<file path="src/rtl/wlk_pkg.sv">
package wlk_pkg;
  localparam int VA_W       = 24;
  localparam int SEG_IX_W   = 8;
  localparam int SPAN_W     = VA_W - SEG_IX_W;
  localparam int OFF_4K     = 12;
  localparam int OFF_2K     = 11;
  localparam int PG_W       = SPAN_W - OFF_2K;
  localparam int PG4_W      = SPAN_W - OFF_4K;
  localparam int FRAME_W    = VA_W - OFF_2K;
  localparam int STL_W      = SEG_IX_W + 1;
  localparam int PTL_W      = PG_W + 1;
  localparam int WORD_W     = 32;
  localparam int PTE_W      = 16;
  localparam int PT_ALIGN   = 3;
  localparam int STE_BYTES_LOG = 2;

  typedef enum logic [1:0] {
    EXC_NONE = 2'd0,
    EXC_SEG  = 2'd1,
    EXC_PAGE = 2'd2
  } exc_e;

  typedef struct packed {
    logic [PTL_W-1:0] pt_len;
    logic [VA_W-1:0]  pt_base;
    logic             invalid;
  } ste_t;
endpackage

</file>
<file path="src/rtl/wlk_cfg_regs.sv">
module wlk_cfg_regs
  import wlk_pkg::*;
(
  input  logic             clk,
  input  logic             rst,
  input  logic             cfg_we,
  input  logic [VA_W-1:0]  cfg_base,
  input  logic [STL_W-1:0] cfg_len,
  output logic [VA_W-1:0]  stb_base,
  output logic [STL_W-1:0] stb_len
);
  always_ff @(posedge clk) begin
    if (rst) begin
      stb_base <= '0;
      stb_len  <= '0;
    end else if (cfg_we) begin
      stb_base <= {cfg_base[VA_W-1:STE_BYTES_LOG], {STE_BYTES_LOG{1'b0}}};
      stb_len  <= cfg_len;
    end
  end
endmodule

</file>
<file path="src/rtl/wlk_va_split.sv">
module wlk_va_split
  import wlk_pkg::*;
(
  input  logic                va,
  input  logic [VA_W-1:0]     vaddr,
  input  logic                mode_4k,
  input  logic [FRAME_W-1:0]  frame,
  output logic [SEG_IX_W-1:0] seg_ix,
  output logic [PG_W-1:0]     page_ix,
  output logic [VA_W-1:0]     real_addr
);
  logic unused_va;
  assign unused_va = va;

  assign seg_ix = vaddr[VA_W-1 -: SEG_IX_W];

  always_comb begin
    if (mode_4k) begin
      page_ix   = {{(PG_W-PG4_W){1'b0}}, vaddr[SPAN_W-1 -: PG4_W]};
      real_addr = {frame[VA_W-OFF_4K-1:0], vaddr[OFF_4K-1:0]};
    end else begin
      page_ix   = vaddr[SPAN_W-1 -: PG_W];
      real_addr = {frame, vaddr[OFF_2K-1:0]};
    end
  end
endmodule

</file>
<file path="src/rtl/wlk_entry_dec.sv">
module wlk_entry_dec
  import wlk_pkg::*;
(
  input  logic [WORD_W-1:0]  word,
  input  logic               half_hi,
  input  logic               mode_4k,
  output ste_t               ste,
  output logic [FRAME_W-1:0] pte_frame,
  output logic               pte_inv
);
  localparam int HI_LSB = WORD_W - PTE_W;

  logic [PTE_W-1:0] half;
  logic             unused_bits;

  assign ste.pt_len  = word[WORD_W-1 -: PTL_W];
  assign ste.pt_base = {word[VA_W-1:PT_ALIGN], {PT_ALIGN{1'b0}}};
  assign ste.invalid = word[0];

  assign half = half_hi ? word[WORD_W-1:HI_LSB] : word[PTE_W-1:0];

  always_comb begin
    if (mode_4k) begin
      pte_frame = {1'b0, half[PTE_W-1 -: (VA_W-OFF_4K)]};
      pte_inv   = half[PTE_W-1-(VA_W-OFF_4K)];
    end else begin
      pte_frame = half[PTE_W-1 -: FRAME_W];
      pte_inv   = half[PTE_W-1-FRAME_W];
    end
  end

  assign unused_bits = ^{half[1:0], word[WORD_W-PTL_W-1:VA_W], word[PT_ALIGN-1:1]};
endmodule

</file>
<file path="src/rtl/seg_page_walker.sv">
module seg_page_walker
  import wlk_pkg::*;
(
  input  logic                 clk,
  input  logic                 rst,
  input  logic                 cfg_we,
  input  logic [VA_W-1:0]      cfg_seg_base,
  input  logic [STL_W-1:0]     cfg_seg_len,
  input  logic                 page_4k,
  input  logic                 req_valid,
  output logic                 req_ready,
  input  logic                 req_explicit,
  input  logic [VA_W-1:0]      req_vaddr,
  output logic                 mem_req,
  output logic [VA_W-1:0]      mem_addr,
  input  logic                 mem_rsp_valid,
  input  logic [WORD_W-1:0]    mem_rsp_data,
  output logic                 rsp_valid,
  output logic [VA_W-1:0]      rsp_real_addr,
  output logic [1:0]           rsp_exc,
  output logic [1:0]           rsp_cc,
  output logic                 prog_irq
);
  typedef enum logic [1:0] {ST_IDLE, ST_CHK, ST_STE, ST_PTE} st_e;

  st_e                 state;
  logic [VA_W-1:0]     lat_va;
  logic                lat_expl;
  logic                lat_4k;
  logic [VA_W-1:0]     stb_base;
  logic [STL_W-1:0]    stb_len;
  logic [SEG_IX_W-1:0] seg_ix;
  logic [PG_W-1:0]     page_ix;
  logic [VA_W-1:0]     comp_real;
  ste_t                ste;
  logic [FRAME_W-1:0]  pte_frame;
  logic                pte_inv;
  logic                seg_over;
  logic                pg_over;
  logic [VA_W-1:0]     ste_addr;
  logic [VA_W-1:0]     pte_addr;
  logic                fin_go;
  exc_e                fin_code;
  logic [VA_W-1:0]     fin_real;

  wlk_cfg_regs u_cfg (
    .clk      (clk),
    .rst      (rst),
    .cfg_we   (cfg_we),
    .cfg_base (cfg_seg_base),
    .cfg_len  (cfg_seg_len),
    .stb_base (stb_base),
    .stb_len  (stb_len)
  );

  wlk_va_split u_split (
    .va        (lat_expl),
    .vaddr     (lat_va),
    .mode_4k   (lat_4k),
    .frame     (pte_frame),
    .seg_ix    (seg_ix),
    .page_ix   (page_ix),
    .real_addr (comp_real)
  );

  wlk_entry_dec u_dec (
    .word      (mem_rsp_data),
    .half_hi   (~mem_addr[1]),
    .mode_4k   (lat_4k),
    .ste       (ste),
    .pte_frame (pte_frame),
    .pte_inv   (pte_inv)
  );

  assign req_ready = (state == ST_IDLE);
  assign seg_over  = {1'b0, seg_ix} >= stb_len;
  assign pg_over   = {1'b0, page_ix} >= ste.pt_len;
  assign ste_addr  = stb_base + {{(VA_W-SEG_IX_W-STE_BYTES_LOG){1'b0}}, seg_ix, {STE_BYTES_LOG{1'b0}}};
  assign pte_addr  = ste.pt_base + {{(VA_W-PG_W-1){1'b0}}, page_ix, 1'b0};

  always_comb begin
    fin_go   = 1'b0;
    fin_code = EXC_NONE;
    fin_real = '0;
    case (state)
      ST_CHK: begin
        if (seg_over) begin
          fin_go   = 1'b1;
          fin_code = EXC_SEG;
        end
      end
      ST_STE: begin
        if (mem_rsp_valid) begin
          if (ste.invalid) begin
            fin_go   = 1'b1;
            fin_code = EXC_SEG;
          end else if (pg_over) begin
            fin_go   = 1'b1;
            fin_code = EXC_PAGE;
          end
        end
      end
      ST_PTE: begin
        if (mem_rsp_valid) begin
          fin_go = 1'b1;
          if (pte_inv) fin_code = EXC_PAGE;
          else         fin_real = comp_real;
        end
      end
      default: ;
    endcase
  end

  always_ff @(posedge clk) begin
    if (rst) begin
      state         <= ST_IDLE;
      lat_va        <= '0;
      lat_expl      <= 1'b0;
      lat_4k        <= 1'b0;
      mem_req       <= 1'b0;
      mem_addr      <= '0;
      rsp_valid     <= 1'b0;
      rsp_real_addr <= '0;
      rsp_exc       <= EXC_NONE;
      rsp_cc        <= EXC_NONE;
      prog_irq      <= 1'b0;
    end else begin
      rsp_valid <= 1'b0;
      prog_irq  <= 1'b0;
      if (fin_go) begin
        rsp_valid     <= 1'b1;
        rsp_exc       <= fin_code;
        rsp_cc        <= lat_expl ? fin_code : EXC_NONE;
        prog_irq      <= ~lat_expl && (fin_code != EXC_NONE);
        rsp_real_addr <= fin_real;
        mem_req       <= 1'b0;
        state         <= ST_IDLE;
      end else begin
        case (state)
          ST_IDLE: begin
            if (req_valid) begin
              lat_va   <= req_vaddr;
              lat_expl <= req_explicit;
              lat_4k   <= page_4k;
              state    <= ST_CHK;
            end
          end
          ST_CHK: begin
            mem_req  <= 1'b1;
            mem_addr <= ste_addr;
            state    <= ST_STE;
          end
          ST_STE: begin
            if (mem_rsp_valid) begin
              mem_addr <= pte_addr;
              state    <= ST_PTE;
            end
          end
          default: ;
        endcase
      end
    end
  end

  // a pending read keeps its request and address
  a_r10_mem_hold: assert property (@(posedge clk) disable iff (rst)
    (mem_req && !mem_rsp_valid) |=> (mem_req && $stable(mem_addr)));

  // no acceptance while a read is pending
  a_r10_busy: assert property (@(posedge clk) disable iff (rst)
    mem_req |-> !req_ready);

  // segment overflow never reaches storage
  a_r2_no_read: assert property (@(posedge clk) disable iff (rst)
    (state == ST_CHK && seg_over) |=> !mem_req);

  // interrupt only with a failing implicit response
  a_r9_irq_implicit: assert property (@(posedge clk) disable iff (rst)
    prog_irq |-> (rsp_valid && rsp_exc != 2'd0 && rsp_cc == 2'd0));

  // a nonzero condition code never comes with an interrupt
  a_r9_cc_no_irq: assert property (@(posedge clk) disable iff (rst)
    (rsp_valid && rsp_cc != 2'd0) |-> (!prog_irq && rsp_cc == rsp_exc));

  // only legal codes, and no address on a fault
  a_r11_code_legal: assert property (@(posedge clk) disable iff (rst)
    rsp_valid |-> (rsp_exc != 2'd3 && (rsp_exc == 2'd0 || rsp_real_addr == '0)));
endmodule

</file>
<file path="config.mk">
export PLATFORM = sky130hd
export DESIGN_NAME = seg_page_walker
export DESIGN_NICKNAME = d
export VERILOG_FILES = /design/src/rtl/wlk_pkg.sv /design/src/rtl/wlk_cfg_regs.sv /design/src/rtl/wlk_va_split.sv /design/src/rtl/wlk_entry_dec.sv /design/src/rtl/seg_page_walker.sv
export SDC_FILE = /design/constraint.sdc
export NUM_CORES = 1
export LEC_CHECK = 0
export CAP_MARGIN = 20
export CORE_AREA = 8 8 108 120
export CTS_CLUSTER_DIAMETER = 50
export DETAILED_ROUTE_END_ITERATION = 12
export DIE_AREA = 0 0 116 128
export DONT_BUFFER_PORTS = 1
export PLACE_DENSITY = 0.68
export REMOVE_ABC_BUFFERS = 1
export SETUP_SLACK_MARGIN = 0.05
export SLEW_MARGIN = 10
export SYNTH_ARGS = -nofsm -noshare
export SYNTH_HDL_FRONTEND = slang
export SYNTH_SLANG_ARGS = --single-unit
</file>
<file path="constraint.sdc">
create_clock -name clk -period 3.87 [get_ports clk]
set_clock_uncertainty 0.2 [all_clocks]
set_input_delay 0.5805 -clock clk [delete_from_list [all_inputs] [get_ports clk]]
set_output_delay 0.5805 -clock clk [all_outputs]
set_load 0.005 [all_outputs]
</file>
==> impl_metrics.yaml <==
timing:
  rsz0062_at_grt: "false"
  maxSlewViolCount: 0
  max_freq_mhz: 324.7
  setup-violations-final: 0
  timing.hold.ws_ns: 0.03721
  setup_ws_ns: 0.7907
  hold_violations: 0
  tightest_slew_ns: 0.9147
  tns_ns: 0
  fin_crit_sh_pct: 79.57
  slew_headroom_pct: 39.02
  min_period_ns: 3.079
routing:
  routed_wl_mm: 15.01
  first_pass_iters: 4
  drc: 0
  drt_iter0_markers: 302
  routedWlPerCell_um: 18.13
  drt.antenna.violating_nets: 0
  via_count: 4660
  vias_per_cell: 5.628
logic_synthesis:
  syn-cell-area_um2: 5739
  synth_warnings: 0
  avgSynthCellArea_um2: 8.440
  synth_area_leaders: "dfxtp_1 39%, mux2i_1 8.4%, nand2_1 7.3%, ha_1 6.1%, a21oi_1 4.6%"
  yosysSeqAreaShare_pct: 39.42
  synth_edf_count: 0
  yosys.cell_types.count: 54
  synth_top_area_share_pct: 39.42
  ys_ff_latch: 113
  synth_top_area_cell: "dfxtp_1"
  netlist_instances: 680
  ys.flop_type: "dfxtp_1"
  synthArstFlopShare_pct: 0
critical_path:
  r2r_start: "lat_4k$_SDFFE_PP0P_"
  path_class: "flip-flop to flip-flop"
  critPathTopFamily: "simple AND/OR/NAND/NOR gates"
  endpoint_kind: "flip-flop"
  cp_cell_sequence: "mux2i_1 -> ha_1 -> nand2b_1 -> a21o_1 -> a21oi_2 -> a41o_2 -> nand3_4 -> or3_1 -> a21oi_1"
  critPathBufInv: 0
  cp.arrival_ns: 3.22
  crit_start: "lat_4k$_SDFFE_PP0P_"
  critical_path.max_fanout: 24
  crit_path_start_kind: "flip-flop"
  cp_slowest_cell: "dfxtp_1"
  required_ns: 4.02
  cpPeakStageDelay_ns: 0.52
clock_network:
  cts_resized: 0
  clock-sinks: 113
  clk_pin_slew_ns: 0.05
  insertion_delay_ns: 0.42
  clockRootBuffer: "clkbuf_16"
  clk_path_buf_depth: 2
  hold_buffers: 0
  cts_setup_buffers: 0
  htree_levels: 4
  cts_tree: "yes"
  cts_buffers: 17
finish:
  layout.cells.non_filler: 828
  area_growth_pct: 11.84
  final_cell_mix: "113 x dfxtp_1, 112 x nand2_1, 66 x nor2_1, 53 x a21oi_1, 48 x mux2i_1"
  n_antenna_cell: 0
  layout-drive-gt1-share_pct: 7.375
  final_common_cell: "dfxtp_1"
  nNetsFinal: 791
placement:
  portBuffers: 0
  place.gp.congestion: 0.8486
  place_ws_ns: 0.7840
  hpwl_mm: 11.17
  dpl.cell_count: 796
global_routing:
  grt_max_degree: 83
  grt_pass1_vias: 4684
  grt_overflow: 0
  grt_usage_pct: 20.65
  antenna_found_initial: 0
  grt_pass1_wl_mm: 23.70
floorplan:
  die_w_um: 116
  start_util_pct: 51.80
  core_um2: 11080
  std_cell_rows: 41
  die_h_um: 128
  io_pins: 152
  die_area_um2: 14850
power:
  total_power_mw: 4.042
  ir_drop_mv: 0.4338
  powerDensity_nw_per_um2: 629.7
  p_leak_nw: 2.523
outcome:
  outcome: "finished, final reports clean"
job:
  maxCapViolCount: 0
min_path:
  min_from: "rst"
  hold_path_class: "primary input to flip-flop"
-- report_power, final --
| group | total, mW | switching [mW] | internal, mW |
|---|---|---|---|
| Sequential | 1.47 | 0.142 | 1.32 |
| Combinational | 0.859 | 0.542 | 0.316 |
| Clock | 1.72 | 0.558 | 1.16 |
-- cells in the mapped netlist (3+ instances only) --
cell	instances
a211oi_1	11
a21o_1	3
a21oi_1	53
a22o_1	11
a31oi_1	3
and2_1	4
and3_1	3
and4_1	3
buf_1	4
buf_2	5
buf_4	7
clkbuf_1	19
dfxtp_1	113
ha_1	28
inv_1	29
mux2_2	3
mux2i_1	48
nand2_1	112
nand2b_1	6
nand3_1	18
nand4_1	7
nor2_1	66
nor2b_1	7
nor3_1	11
o211ai_1	15
o21a_1	3
o21ai_0	23
o21ai_1	3
or3_1	4
xnor2_1	19
xor2_1	10
-- layer usage --
layer	wire [um]	share of wire, %	GRT usage, %	vias to the layer above
met5	0	0	0	-
met4	390	2.6	10.31	0
met3	1614	11	9.708	27
met1	5587	37	21.22	2162
li1	-	-	-	2321
met2	7421	49	34.39	150
-- logic make-up after synthesis --
kind of cell | Yosys count | synth area share, %
mux | 51 | 8.960
fa+ha+maj | 30 | 6.802
compound gates | 140 | 15.41
buf+inv | 65 | 4.949
other cells | 1 | 0.06534
flops | 113 | 39.42
xor+xnor | 29 | 4.425
simple gates | 251 | 19.97
-- through the flow --
stage	util (%)	area [um2]
2_1_floorplan	-	5564
3_3_place_gp	52.04	5767
3_5_place_dp	52.04	5767
4_1_cts	57.93	6419
5_1_grt	57.93	6419
6_report	57.93	6419
-- state kept, by name (all words and copies together), names as in the netlist --
signal / flops
lat_va: 24
rsp_real_addr: 24
mem_addr: 23
u_cfg.stb_base: 22
u_cfg.stb_len: 9
rsp_cc: 2
rsp_exc: 2
state: 2
lat_4k: 1
lat_expl: 1
mem_req: 1
prog_irq: 1
rsp_valid: 1
-- path summary, 6_finish.rpt --
| path | to | slack [ns] | cells past startpoint |
|---|---|---|---|
| min reg2reg | lat_va[6]$_SDFFE_PP0P_ | 0.25 | 2 |
| min | u_cfg.stb_len[5]$_SDFFE_PP0P_ | 0.04 | 1 |
| max reg2reg | mem_addr[2]$_SDFFE_PP0P_ | 0.79 | 9 |
| max | mem_addr[2]$_SDFFE_PP0P_ | 0.79 | 9 |
-- cell type report --
| cell class | count | area [um2] |
|---|---|---|
| timing repair buffer | 2 | 15.01 |
| tap | 150 | 187.7 |
| multi-input combinational | 502 | 3193 |
| fill | 1068 | 4662 |
| clock buffer | 19 | 442.9 |
| inverter | 29 | 108.9 |
| clock inverter | 13 | 209.0 |
| sequential | 113 | 2262 |
No activity file was read; power rests on OpenSTA's default activity.
